`config.mk`:
```
export PLATFORM = sky130hd
export DESIGN_NAME = nib_cmd_port
export DESIGN_NICKNAME = d
export VERILOG_FILES = /design/src/rtl/nib_port_pkg.sv /design/src/rtl/nib_cmd_decode.sv /design/src/rtl/nib_addr_reg.sv /design/src/rtl/nib_rsp_slot.sv /design/src/rtl/nib_cmd_port.sv
export SDC_FILE = /design/constraint.sdc
export NUM_CORES = 1
export LEC_CHECK = 0
export ABC_CLOCK_PERIOD_IN_PS = 1750
export BUFFER_PORTS_ARGS = -buffer_cell sky130_fd_sc_hd__buf_2
export CORE_AREA = 10 10 64 66
export CTS_BUF_LIST = sky130_fd_sc_hd__clkbuf_16
export DETAILED_ROUTE_END_ITERATION = 8
export DIE_AREA = 0 0 74 76
export PLACE_DENSITY_LB_ADDON = 0.1
export SLEW_MARGIN = 20
export SYNTH_ARGS = -nofsm -noshare
export SYNTH_HDL_FRONTEND = slang
export SYNTH_HIERARCHICAL = 1
export SYNTH_SLANG_ARGS = --single-unit
```
`constraint.sdc`:
```
create_clock -name clk -period 1.75 [get_ports clk]
set_input_delay 0.35 -clock clk [delete_from_list [all_inputs] [get_ports clk]]
set_output_delay 0.35 -clock clk [all_outputs]
set_load 0.02 [all_outputs]
```
`src/rtl/nib_port_pkg.sv`:
```
package nib_port_pkg;
  localparam logic [3:0] OP_ADDR_LO   = 4'h0;
  localparam logic [3:0] OP_ADDR_HI   = 4'h1;
  localparam logic [3:0] OP_DATA_LO   = 4'h2;
  localparam logic [3:0] OP_DATA_HI   = 4'h3;
  localparam logic [3:0] OP_READ      = 4'h4;
  localparam logic [3:0] OP_READ_STEP = 4'h5;

  typedef struct packed {
    logic ld_alo;
    logic ld_ahi;
    logic ld_dlo;
    logic wr;
    logic rd;
    logic step;
  } ctl_t;
endpackage

```
`src/rtl/nib_cmd_decode.sv`:
```
module nib_cmd_decode
  import nib_port_pkg::*;
#(
  parameter int NIB_W = 4
) (
  input  logic             fire,
  input  logic [NIB_W-1:0] opcode,
  output ctl_t             ctl
);
  always_comb begin
    ctl = '0;
    if (fire) begin
      ctl.ld_alo = (opcode == NIB_W'(OP_ADDR_LO));
      ctl.ld_ahi = (opcode == NIB_W'(OP_ADDR_HI));
      ctl.ld_dlo = (opcode == NIB_W'(OP_DATA_LO));
      ctl.wr     = (opcode == NIB_W'(OP_DATA_HI));
      ctl.rd     = (opcode == NIB_W'(OP_READ)) || (opcode == NIB_W'(OP_READ_STEP));
      ctl.step   = (opcode == NIB_W'(OP_READ_STEP));
    end
  end
endmodule

```
`src/rtl/nib_addr_reg.sv`:
```
module nib_addr_reg #(
  parameter int NIB_W = 4
) (
  input  logic               clk,
  input  logic               rst_n,
  input  logic               ld_lo,
  input  logic               ld_hi,
  input  logic               step,
  input  logic [NIB_W-1:0]   nib,
  output logic [2*NIB_W-1:0] addr
);
  localparam int AW = 2 * NIB_W;

  logic [AW-1:0] addr_q;
  logic [AW-1:0] addr_ld;
  logic [AW-1:0] addr_d;
  logic [1:0]    ld_half;

  assign ld_half = {ld_hi, ld_lo};

  for (genvar h = 0; h < 2; h++) begin : g_half
    assign addr_ld[h*NIB_W +: NIB_W] = ld_half[h] ? nib : addr_q[h*NIB_W +: NIB_W];
  end

  always_comb begin
    addr_d = addr_ld;
    if (step) addr_d = addr_q + AW'(1);
  end

  always_ff @(posedge clk or negedge rst_n) begin
    if (!rst_n)                      addr_q <= '0;
    else if (ld_lo || ld_hi || step) addr_q <= addr_d;
  end

  assign addr = addr_q;
endmodule

```
`src/rtl/nib_rsp_slot.sv`:
```
module nib_rsp_slot #(
  parameter int W = 8
) (
  input  logic         clk,
  input  logic         rst_n,
  input  logic         load,
  input  logic [W-1:0] din,
  input  logic         pop,
  output logic         valid,
  output logic [W-1:0] dout
);
  logic         valid_q, valid_d;
  logic [W-1:0] data_q;

  always_comb begin
    valid_d = valid_q;
    if (pop)  valid_d = 1'b0;
    if (load) valid_d = 1'b1;
  end

  always_ff @(posedge clk or negedge rst_n) begin
    if (!rst_n) valid_q <= 1'b0;
    else        valid_q <= valid_d;
  end

  always_ff @(posedge clk or negedge rst_n) begin
    if (!rst_n)    data_q <= '0;
    else if (load) data_q <= din;
  end

  assign valid = valid_q;
  assign dout  = data_q;
endmodule

```
`src/rtl/nib_cmd_port.sv`:
```
module nib_cmd_port
  import nib_port_pkg::*;
#(
  parameter int NIB_W = 4
) (
  input  logic               clk,
  input  logic               rst_n,
  input  logic               cmd_valid,
  output logic               cmd_ready,
  input  logic [2*NIB_W-1:0] cmd_data,
  output logic               rsp_valid,
  input  logic               rsp_ready,
  output logic [2*NIB_W-1:0] rsp_data,
  output logic [2*NIB_W-1:0] reg_addr,
  output logic               reg_we,
  output logic [2*NIB_W-1:0] reg_wdata,
  input  logic [2*NIB_W-1:0] reg_rdata
);
  localparam int BW = 2 * NIB_W;

  logic             fire;
  logic [NIB_W-1:0] opcode;
  logic [NIB_W-1:0] payload;
  logic [NIB_W-1:0] dlo_q;
  ctl_t             ctl;

  assign opcode    = cmd_data[BW-1 -: NIB_W];
  assign payload   = cmd_data[NIB_W-1:0];
  assign cmd_ready = !rsp_valid;
  assign fire      = cmd_valid && cmd_ready;

  nib_cmd_decode #(.NIB_W(NIB_W)) u_dec (
    .fire   (fire),
    .opcode (opcode),
    .ctl    (ctl)
  );

  nib_addr_reg #(.NIB_W(NIB_W)) u_addr (
    .clk   (clk),
    .rst_n (rst_n),
    .ld_lo (ctl.ld_alo),
    .ld_hi (ctl.ld_ahi),
    .step  (ctl.step),
    .nib   (payload),
    .addr  (reg_addr)
  );

  always_ff @(posedge clk or negedge rst_n) begin
    if (!rst_n)          dlo_q <= '0;
    else if (ctl.ld_dlo) dlo_q <= payload;
  end

  assign reg_we    = ctl.wr;
  assign reg_wdata = {payload, dlo_q};

  nib_rsp_slot #(.W(BW)) u_rsp (
    .clk   (clk),
    .rst_n (rst_n),
    .load  (ctl.rd),
    .din   (reg_rdata),
    .pop   (rsp_ready),
    .valid (rsp_valid),
    .dout  (rsp_data)
  );
endmodule

```
# Yosys cells after proc, flatten, opt, wreduce, memory -nomap -nowiden
# Cells that the tools add are included.
[totals] inputBits=20 output_inout_bits=27 word_cells=28 regBits=21
[classes] mux=6 n_reduce_logical=11 n_addsub=1 n_eq_ne=5
[ops] cell="adder 8 x 1 -> 8 bit (second input constant)" n=1
[ops] cell="== test 4 x 2 -> 1 bit (second input constant)" n=2
[ops] cell="== test 4 x 3 -> 1 bit (second input constant)" n=2
[ops] cell="2-to-1 mux 4 bit" n=2
[ops] cell="2-to-1 mux 8 bit" n=1
[ops] cell="2-to-1 mux 6 bit" n=1
[ops] cell="nonzero test 2 bit" n=3
[ops] cell="== test 4 x 1 -> 1 bit (second input constant)" n=1
[ops] cell="logical NOT 4 bit" n=1
[ops] cell="AND reduction 2 bit" n=2
[ops] cell="logical OR 1 bit" n=3
[ops] cell="2-to-1 mux 1 bit" n=2
[ops] cell="logical AND 1 bit" n=1
[ops] cell="logical NOT 1 bit" n=1

# Logic depth before layout (Yosys ltp)
# Gate-level depths: netlist of run 1.
[depth] ltp_word=6 ltp_mapped=6 mapped_depth_nobuf=6

# Cells and area by module
# The synthesis of run 1 kept the hierarchy.
[modules_own_cells] module="nib_addr_reg" seq_area_each_um2=200.2 cells_per_inst=48 n_inst=1 area_each_um2=452.9
[modules_own_cells] module="nib_rsp_slot" seq_area_each_um2=225.2 cells_per_inst=20 n_inst=1 area_each_um2=369.1
[modules_own_cells] module="nib_cmd_port" seq_area_each_um2=100.1 cells_per_inst=14 n_inst=1 area_each_um2=185.2
[modules_own_cells] module="nib_cmd_decode" seq_area_each_um2=0.0 cells_per_inst=7 n_inst=1 area_each_um2=68.8

# Worst setup path before layout of run 1
# No wires, ideal clock.
[synth_path] kind="flip-flop to flip-flop" from="register u_rsp.valid_q (netlist: u_rsp/valid)" to="register u_addr.addr_q[0] (netlist: u_addr/addr[0])" setup_time_ns=0.137 stages_incl_launch_ff=7 arrival_ns=1.761 n_path_buf=0 synth_period_minus_slack_ns=1.898 setup_slack_ns=-0.148 required_time_ns=1.613 cell_sequence="dfrtp_1 -> nor2b_1 -> nand2b_4 -> nor4_1 -> nor2b_1 -> a211oi_1 -> a21oi_1"
[synth_lines] item="start: declaration" line_no="nib_rsp_slot.sv:12" text="logic valid_q, valid_d;"
[synth_lines] item="start signal: assignment" line_no="nib_rsp_slot.sv:23" text="else valid_q <= valid_d;"
[synth_lines] item="end signal: assignment" line_no="nib_addr_reg.sv:32" text="else if (ld_lo || ld_hi || step) addr_q <= addr_d;"
[synth_lines] item="end: declaration" line_no="nib_addr_reg.sv:14" text="logic [AW-1:0] addr_q;"

# Final worst setup path of run 1
[layout_path] from="register u_rsp.valid_q (netlist: u_rsp/valid)" to="output reg_we"
[layout_via] elab_chain_len=3
[layout_lines] item="logical NOT 1 bit" line_no="nib_cmd_port.sv:29" text="assign cmd_ready = !rsp_valid;"
[layout_lines] item="logical AND 1 bit" line_no="nib_cmd_port.sv:30" text="assign fire = cmd_valid && cmd_ready;"
[layout_lines] item="named net fire" line_no="nib_cmd_port.sv:21" text="logic fire;"
[layout_lines] item="2-to-1 mux 6 bit" line_no="nib_cmd_decode.sv:12" text="if (fire) begin"
[layout_lines] item="end: declaration" line_no="nib_cmd_port.sv:15" text="output logic reg_we,"
# The timed path passes the listed nets, and every way through them passes these cells.

==> results_tabular.tex, run 1 <==
\begin{tabular}{lr}
\hline
Metric & Value \\
\hline
\multicolumn{2}{l}{\textbf{Setup path}} \\
\quad Beginning of the critical path & u\_rsp/valid \\
\quad Crit path max-delay cell type & sky130\_fd\_sc\_hd\_\_dfrtp\_1 \\
\quad Sort of element at the end of the critical path & output port \\
\quad Termination of the worst setup path & reg\_we \\
\quad Crit path required time & 1.40 ns \\
\quad Worst path bufs/invs & 2 \\
\quad Kind of cell adding the most delay to the critical path & simple AND/OR/NAND/NOR gates \\
\quad Critical path launch point type & register \\
\quad Critical R2R Launch & u\_rsp/valid \\
\quad CP Data Arrival Time & 1.37 ns \\
\quad Maximum cell stage delay along the critical path & 0.38 ns \\
\quad Critical R2R Capture & dlo\_q[0] \\
\quad WS Path Type & register to output port \\
\quad CP max FO & 3 \\
\quad Cell-by-cell trace of the critical path & nor2b\_2 > buf\_4 > nand2b\_4 > and4bb\_2 > buf\_6 \\
\quad Slack of the worst reg-to-reg path & 0.10 ns \\
\quad Number of cells on the critical path & 5 \\
\quad R2R depth & 7 \\
\multicolumn{2}{l}{\textbf{Timing}} \\
\quad Actual transition at the worst max-transition pin & 0.4786 ns \\
\quad Max Clk Rate & 0.5811 GHz \\
\quad Count of final setup violators & 0 \\
\quad Endpoints failing hold & 0 \\
\quad Fin. max-slew vios & 0 \\
\quad Total negative slack for setup checks & 0 ns \\
\quad Final Cycle Share & 98.34\% \\
\quad Max-slew headroom & 68.10\% \\
\quad Setup skew after layout & 0.0008998 ns \\
\quad Time the worst path needs with I/O delays and setup & 1.721 ns \\
\quad RSZ-0062 raised after global routing & yes \\
\multicolumn{2}{l}{\textbf{Route}} \\
\quad Routed vias/inst & 5.074 \\
\quad Number of routed nets with antenna violations & 0 \\
\quad First DRT Iteration DRCs & 75 \\
\quad Length of the first detailed-routing pass in iterations & 4 \\
\quad Final WL & 2780 um \\
\quad DR vias & 893 \\
\quad Per-cell routed wire length & 15.80 um \\
\quad Residual DRC & 0 \\
\multicolumn{2}{l}{\textbf{Layout}} \\
\quad Area grow syn2layout & 39.30\% \\
\quad Commonest cells after routing, fill and taps aside & 45 x sky130\_fd\_sc\_hd\_\_buf\_2, 21 x sky130\_fd\_sc\_hd\_\_dfrtp\_1, 10 x sky130\_fd\_sc\_hd\_\_buf\_4 \\
\quad Multi-input gate area & 533.0 um2 \\
\quad Fraction of final layout cells with drive strength greater than 1 & 57.34\% \\
\quad Post-Route Utilization & 51.20\% \\
\quad Ant. Diodes & 0 \\
\quad Number of nets at the end of the flow & 165 \\
\quad Reg area & 525.5 um2 \\
\quad Most common cell after layout, fill and taps aside & sky130\_fd\_sc\_hd\_\_buf\_2 \\
\quad Fillers & 269 \\
\multicolumn{2}{l}{\textbf{Pwr}} \\
\quad Power per standard cell area & 1237 nW/um2 \\
\quad Final Power & 1.854 mW \\
\quad Largest voltage drop on the vdd net & 0.7132 mV \\
\quad Leakage power total & 0.7253 nW \\
\multicolumn{2}{l}{\textbf{Synth}} \\
\quad Ys async rst share & 100.0\% \\
\quad Area share of the largest cell type after synthesis & 48.84\% \\
\quad Share of the yosys chip area belonging to registers & 48.84\% \\
\quad Mapped cell area & 1076 um2 \\
\quad Post-synth EDFFs & 0 \\
\quad Number of distinct library cell variants in the gate-level netlist after synthesis & 34 \\
\quad Synth top area cells & sky130\_fd\_sc\_hd\_\_dfrtp\_1 49\%, sky130\_fd\_sc\_hd\_\_mux2\_4 11\%, sky130\_fd\_sc\_hd\_\_mux2\_2 4.2\% \\
\quad Number of nets in the synthesized netlist & 110 \\
\quad Synthesized instance count & 89 \\
\quad Average cell area after synthesis & 12.09 um2 \\
\quad Register bit total from synthesis & 21 \\
\quad Post-synth top flop & sky130\_fd\_sc\_hd\_\_dfrtp\_1 \\
\quad Synth warnings & 6 \\
\quad Post-synth top area cell & sky130\_fd\_sc\_hd\_\_dfrtp\_1 \\
\multicolumn{2}{l}{\textbf{Global route}} \\
\quad Number of antenna violations at the first check in global routing & 0 \\
\quad Largest net degree at the start of global routing & 22 \\
\quad Wire length of the first global-routing pass & 4574 um \\
\quad GRT Overall Usage & 10.21\% \\
\quad GRT Residual Overflow & 0 \\
\quad Via count of the first global-routing pass & 978 \\
\multicolumn{2}{l}{\textbf{Place}} \\
\quad Placer Congestion & 0.7348 \\
\quad Total of buffers placed on input and output ports & 46 \\
\quad Detailed placement HPWL & 2165 um \\
\multicolumn{2}{l}{\textbf{Die}} \\
\quad Placement Rows & 20 \\
\quad Initial core utilization & 36.75\% \\
\quad Die ar. & 5624 um2 \\
\quad Area of the placeable core & 2928 um2 \\
\quad Die height & 76 um \\
\quad Die width & 74 um \\
\quad Number of top-level pins & 47 \\
\multicolumn{2}{l}{\textbf{Clock tree}} \\
\quad Clock transition at the register clock pins on the worst setup and hold paths after CTS & 0.06 ns \\
\quad Num CTS Buffers & 3 \\
\quad Clock tree from TritonCTS & built \\
\quad \# clock sinks & 21 \\
\quad H-tree lvl count & 1 \\
\quad Deepest clock path buffer count & 2 \\
\quad Insertion delay of the later-clocked pin in the worst-skew pair & 0.25 ns \\
\quad CTS root buf & sky130\_fd\_sc\_hd\_\_clkbuf\_16 \\
\multicolumn{2}{l}{\textbf{Run status}} \\
\quad Run status & finished, final reports clean \\
\multicolumn{2}{l}{\textbf{Flow run}} \\
\quad Max-capacitance violation count & 0 \\
\multicolumn{2}{l}{\textbf{Hold path}} \\
\quad Type of the most critical hold path & input port to asynchronous set/reset pin \\
\hline
\end{tabular}
per-layer routing:
layer	part of all wire (%)	wire, um	vias to the layer above	GRT usage, %
met3	6.3	176	5	3.255
met4	1.4	40	0	3.918
met5	0	0	-	0
li1	-	-	428	-
met1	40	1120	428	11.21
met2	52	1443	32	17.41
power breakdown:
part | switching (mW) | total (mW) | internal [mW]
Combinational | 0.347 | 0.630 | 0.283
Clock | 0.182 | 0.489 | 0.307
Sequential | 0.123 | 0.736 | 0.613
Total | 0.652 | 1.85 | 1.20
stage by stage:
step / hold WS, ns / worst slack (ns) / cells / cell area (um2)
global placement: 0.3360 / 0.05378 / 167 / 1359
CTS: 0.06699 / 0.001308 / 173 / 1460
detailed placement: 0.3448 / -0.007172 / 167 / 1359
floorplan: 0.05441 / 0.04923 / 89 / 1095
global route: 0.08841 / -0.01426 / 176 / 1499
finish: 0.04839 / 0.02901 / 176 / 1499
sequential cells by signal, summed over array words and instances, names as in the netlist:
name,count
u_rsp/dout,8
u_rsp/valid,1
u_addr/addr,8
dlo_q,4
worst min path at each step:
stage	slack, ns	start	depth (start not counted)	end
floorplan	0.05	rst_n	0	dlo_q[0]
detailed placement	0.34	rst_n	1	u_addr/addr[5]
finish	0.05	rst_n	1	u_addr/addr[5]
global placement	0.34	rst_n	1	u_addr/addr[5]
CTS	0.07	rst_n	1	u_addr/addr[2]
global route	0.09	rst_n	1	u_addr/addr[2]
layout make-up:
cell class | instances | share of cell area [%]
Tap cell | 33 | 2.755
Sequential cell | 21 | 35.06
Multi-Input combinational cell | 60 | 35.56
Timing Repair Buffer | 56 | 20.78
Inverter | 2 | 0.5008
Clock inverter | 1 | 0.3339
Clock buffer | 3 | 5.008
synthesized netlist by cell type (3+ instances only):
master,instances
sky130_fd_sc_hd__a211oi_1,4
sky130_fd_sc_hd__a21oi_1,4
sky130_fd_sc_hd__buf_4,4
sky130_fd_sc_hd__dfrtp_1,21
sky130_fd_sc_hd__mux2_2,4
sky130_fd_sc_hd__mux2_4,8
sky130_fd_sc_hd__nand2_1,4
sky130_fd_sc_hd__nand3_1,4
sky130_fd_sc_hd__nor2b_1,6
sky130_fd_sc_hd__o21ai_0,3
cells by family (layout without fill, tap and decap cells):
kind of cell | count (synthesis) | in the layout | synth area share, %
flip-flops | 21 | 21 | 48.84
AND/OR/NAND/NOR | 27 | 27 | 16.98
adder cells (fa/ha/maj) | 1 | 1 | 1.163
XOR/XNOR | 2 | 2 | 1.628
multiplexers | 13 | 13 | 16.28
AO/OA/AOI/OAI | 17 | 17 | 10.23
buffers and inverters | 8 | 62 | 4.884
worst register-to-register path: cells and delay by family, from the launching register on:
kind | cells | cell delay (ns)
multiplexers | 1 | 0.33
flip-flops | 1 | 0.38
buffers and inverters | 3 | 0.44
AND/OR/NAND/NOR | 3 | 0.38
repair_timing:
action | in CTS | in global routing
setup buffers | 2 | 3
setup endpoints to repair | 1 | 6
pin swaps | 1 | 0
gates resized for setup | 2 | 3
hold endpoints to repair | 0 | 0
hold buffers | 0 | 0
No activity file was read; power rests on OpenSTA's default activity.
==> run 2: changes to the inputs <==
PLACE_DENSITY = 0.67   (was unset)
PLACE_DENSITY_LB_ADDON = unset   (was 0.1)
==> run 2 against run 1 <==
Against the previous run:
- non-clock buffer count unchanged
- clock skew increased by 0.0019 ns
- total power about the same
- largest cell class unchanged
==> results_tabular.tex, run 2 (same netlist as run 1, synthesis figures left out) <==
\begin{tabular}{lr}
\hline
Metric & Value \\
\hline
\multicolumn{2}{l}{\textbf{Setup path}} \\
\quad CP max FO & 4 (was 3) \\
\quad WS Path Type & register to output port (unchanged) \\
\quad CP Data Arrival Time & 1.40 ns (was 1.37 ns) \\
\quad Slack of the worst reg-to-reg path & 0.10 ns (about the same) \\
\quad Cell occurring most often along the worst timing path & sky130\_fd\_sc\_hd\_\_buf\_6 \\
\quad Maximum cell stage delay along the critical path & 0.38 ns (about the same) \\
\quad Worst path bufs/invs & 2 (unchanged) \\
\quad Critical R2R Launch & u\_rsp/valid (unchanged) \\
\quad Critical path launch point type & register (unchanged) \\
\quad Sort of element at the end of the critical path & output port (unchanged) \\
\quad Crit path max-delay cell type & sky130\_fd\_sc\_hd\_\_dfrtp\_1 (unchanged) \\
\quad Cell-by-cell trace of the critical path & nor2b\_2 > buf\_6 > nand2b\_4 > and4bb\_2 > buf\_6 (was nor2b\_2 > buf\_4 > nand2b\_4 > and4bb\_2 > buf\_6) \\
\quad Critical R2R Capture & u\_addr/addr[4] (was dlo\_q[0]) \\
\quad Crit path required time & 1.40 ns (about the same) \\
\quad R2R depth & 8 (was 7) \\
\quad Kind of cell adding the most delay to the critical path & simple AND/OR/NAND/NOR gates (unchanged) \\
\multicolumn{2}{l}{\textbf{Pwr}} \\
\quad Clock share of power & 26.1\% (was 26.4\%) \\
\quad Leakage power total & 0.7263 nW (was 0.7253 nW) \\
\quad Reg power frac & 39.7\% (about the same) \\
\quad Internal power component & 1.202 mW (about the same) \\
\quad Largest voltage drop on the vdd net & 0.9442 mV (was 0.7132 mV) \\
\quad Fraction of power spent switching nets & 35.22\% (was 35.16\%) \\
\quad Switching power total & 0.6535 mW (was 0.6521 mW) \\
\quad Combinational power share & 34.2\% (was 34.0\%) \\
\quad Power per standard cell area & 1234 nW/um2 (was 1237 nW/um2) \\
\multicolumn{2}{l}{\textbf{Global route}} \\
\quad GRT Overall Usage & 10.57\% (was 10.21\%) \\
\quad Via count of the first global-routing pass & 1,018 (was 978) \\
\quad Largest net degree at the start of global routing & 22 (unchanged) \\
\quad GRT met2 Usage & 16.04\% (was 17.41\%) \\
\quad Met1 track demand over resource & 12.51\% (was 11.21\%) \\
\quad Wire length of the first global-routing pass & 4795 um (was 4574 um) \\
\quad GRT Residual Overflow & 0 (unchanged) \\
\quad Most utilized layer in the global route result & met2 (unchanged) \\
\quad Number of antenna violations at the first check in global routing & 0 (unchanged) \\
\quad M3 GR Usage & 6.510\% (was 3.255\%) \\
\multicolumn{2}{l}{\textbf{Clock tree}} \\
\quad \# clock sinks & 21 (unchanged) \\
\quad Clock transition at the register clock pins on the worst setup and hold paths after CTS & 0.06 ns (about the same) \\
\quad H-tree lvl count & 1 (unchanged) \\
\quad Clock tree from TritonCTS & built (unchanged) \\
\quad Insertion delay of the later-clocked pin in the worst-skew pair & 0.26 ns (was 0.25 ns) \\
\quad Hold-fix buffers, CTS & 0 (unchanged) \\
\quad CTS root buf & sky130\_fd\_sc\_hd\_\_clkbuf\_16 (unchanged) \\
\quad Deepest clock path buffer count & 2 (unchanged) \\
\quad Num CTS Buffers & 3 (unchanged) \\
\multicolumn{2}{l}{\textbf{Timing}} \\
\quad Worst setup slack after layout & 0.0008772 ns (was 0.02901 ns) \\
\quad RSZ-0062 raised after global routing & yes (unchanged) \\
\quad Fin. max-slew vios & 0 (unchanged) \\
\quad Count of final setup violators & 0 (unchanged) \\
\quad Setup skew after layout & 0.002830 ns (was 0.0008998 ns) \\
\quad Actual transition at the worst max-transition pin & 0.4688 ns (was 0.4786 ns) \\
\quad Endpoints failing hold & 0 (unchanged) \\
\quad Time the worst path needs with I/O delays and setup & 1.749 ns (was 1.721 ns) \\
\quad Max-slew headroom & 68.75\% (was 68.10\%) \\
\quad Max Clk Rate & 0.5717 GHz (was 0.5811 GHz) \\
\quad Final Cycle Share & 99.95\% (was 98.34\%) \\
\multicolumn{2}{l}{\textbf{Layout}} \\
\quad Number of nets at the end of the flow & 165 (unchanged) \\
\quad Post-route standard cell area excluding fillers & 1504 um2 (was 1499 um2) \\
\quad Most common cell after layout, fill and taps aside & sky130\_fd\_sc\_hd\_\_buf\_2 (unchanged) \\
\quad Non-Filler Instances & 176 (unchanged) \\
\quad Commonest cells after routing, fill and taps aside & 45 x sky130\_fd\_sc\_hd\_\_buf\_2, 21 x sky130\_fd\_sc\_hd\_\_dfrtp\_1, 9 x sky130\_fd\_sc\_hd\_\_buf\_4 (was 45 x sky130\_fd\_sc\_hd\_\_buf\_2, 21 x sky130\_fd\_sc\_hd\_\_dfrtp\_1, 10 x sky130\_fd\_sc\_hd\_\_buf\_4) \\
\quad Area grow syn2layout & 39.77\% (was 39.30\%) \\
\quad Fraction of final layout cells with drive strength greater than 1 & 58.04\% (was 57.34\%) \\
\quad Ant. Diodes & 0 (unchanged) \\
\multicolumn{2}{l}{\textbf{Route}} \\
\quad Final WL & 2967 um (was 2780 um) \\
\quad Routed vias/inst & 5.114 (was 5.074) \\
\quad Residual DRC & 0 (unchanged) \\
\quad Per-cell routed wire length & 16.86 um (was 15.80 um) \\
\quad DR vias & 900 (was 893) \\
\quad First DRT Iteration DRCs & 113 (was 75) \\
\quad Length of the first detailed-routing pass in iterations & 4 (unchanged) \\
\quad Number of routed nets with antenna violations & 0 (unchanged) \\
\multicolumn{2}{l}{\textbf{Place}} \\
\quad Placed Instance Area & 1366 um2 (was 1359 um2) \\
\quad Total of buffers placed on input and output ports & 46 (unchanged) \\
\quad Placement Setup Slack & 0.02593 ns (was -0.007172 ns) \\
\quad Detailed placement HPWL & 2271 um (was 2165 um) \\
\quad Placed instance count & 168 (was 167) \\
\quad Placer Congestion & 0.7791 (was 0.7348) \\
\multicolumn{2}{l}{\textbf{Die}} \\
\quad Die width & 74 um (unchanged) \\
\quad Initial core utilization & 36.75\% (unchanged) \\
\quad Placement Rows & 20 (unchanged) \\
\quad Number of top-level pins & 47 (unchanged) \\
\quad Die height & 76 um (unchanged) \\
\quad Die ar. & 5624 um2 (unchanged) \\
\quad Area of the placeable core & 2928 um2 (unchanged) \\
\multicolumn{2}{l}{\textbf{Hold path}} \\
\quad Type of the most critical hold path & input port to asynchronous set/reset pin (unchanged) \\
\multicolumn{2}{l}{\textbf{Run status}} \\
\quad Run status & finished, final reports clean (unchanged) \\
\multicolumn{2}{l}{\textbf{Flow run}} \\
\quad Max-capacitance violation count & 0 (unchanged) \\
\hline
\end{tabular}
==> run 2: cell counts in the layout (fill, tap and decap cells not counted) <==
No cell type changed its count.
==> run 2: metrics by stage <==
stage / total power, mW / hold WS, ns / TNS, ns / util, %
global placement: 1.349 / 0.3210 / 0 / 46.67
floorplan: 1.127 / 0.05441 / 0 / -
CTS: 1.864 / 0.06035 / -0.01080 / 50.13
global route: 1.973 / 0.07900 / -0.06186 / 51.37
finish: 1.855 / 0.04084 / 0 / 51.37
detailed placement: 1.367 / 0.3342 / 0 / 46.67
==> run 2: metal layers <==
metal | wire, um | up-vias
met1 | 1222 | 431
met5 | 0 | -
met2 | 1393 | 41
li1 | - | 425
met3 | 331 | 3
met4 | 19 | 0
==> run 2: cell type report <==
| type | count | area [um2] |
|---|---|---|
| Multi-Input combinational cell | 60 | 534.3 |
| Tap cell | 33 | 41.29 |
| Sequential cell | 21 | 525.5 |
| Timing Repair Buffer | 56 | 315.3 |
| Fill cell | 251 | 1424 |
| Clock buffer | 3 | 75.07 |
| Inverter | 2 | 7.507 |
| Clock inverter | 1 | 5.005 |
==> run 2: power by group through the flow <==
stage	sequential, mW	clock [mW]	combinational, mW
after global routing	0.764	0.517	0.693
after floorplan	0.884	0	0.243
after global placement	0.734	0	0.614
after detailed placement	0.742	0	0.625
final	0.737	0.485	0.634
after CTS	0.738	0.496	0.630
==> run 2: repair_timing <==
item	CTS	global route
pin swaps	1	1
setup endpoints to repair	1	7
buffers inserted	2	2
resized for setup	2	7
hold endpoints to repair	0	0
==> run 2: worst max path at each step <==
stage | end | start | depth (start not counted) | slack (ns)
floorplan | u_addr/addr[6] | u_rsp/valid | 6 | 0.05
global placement | u_addr/addr[6] | cmd_valid | 9 | 0.13
detailed placement | u_addr/addr[6] | cmd_valid | 9 | 0.03
CTS | reg_we | u_rsp/valid | 5 | -0.01
global route | reg_we | u_rsp/valid | 5 | -0.05
finish | reg_we | u_rsp/valid | 5 | 0.0009
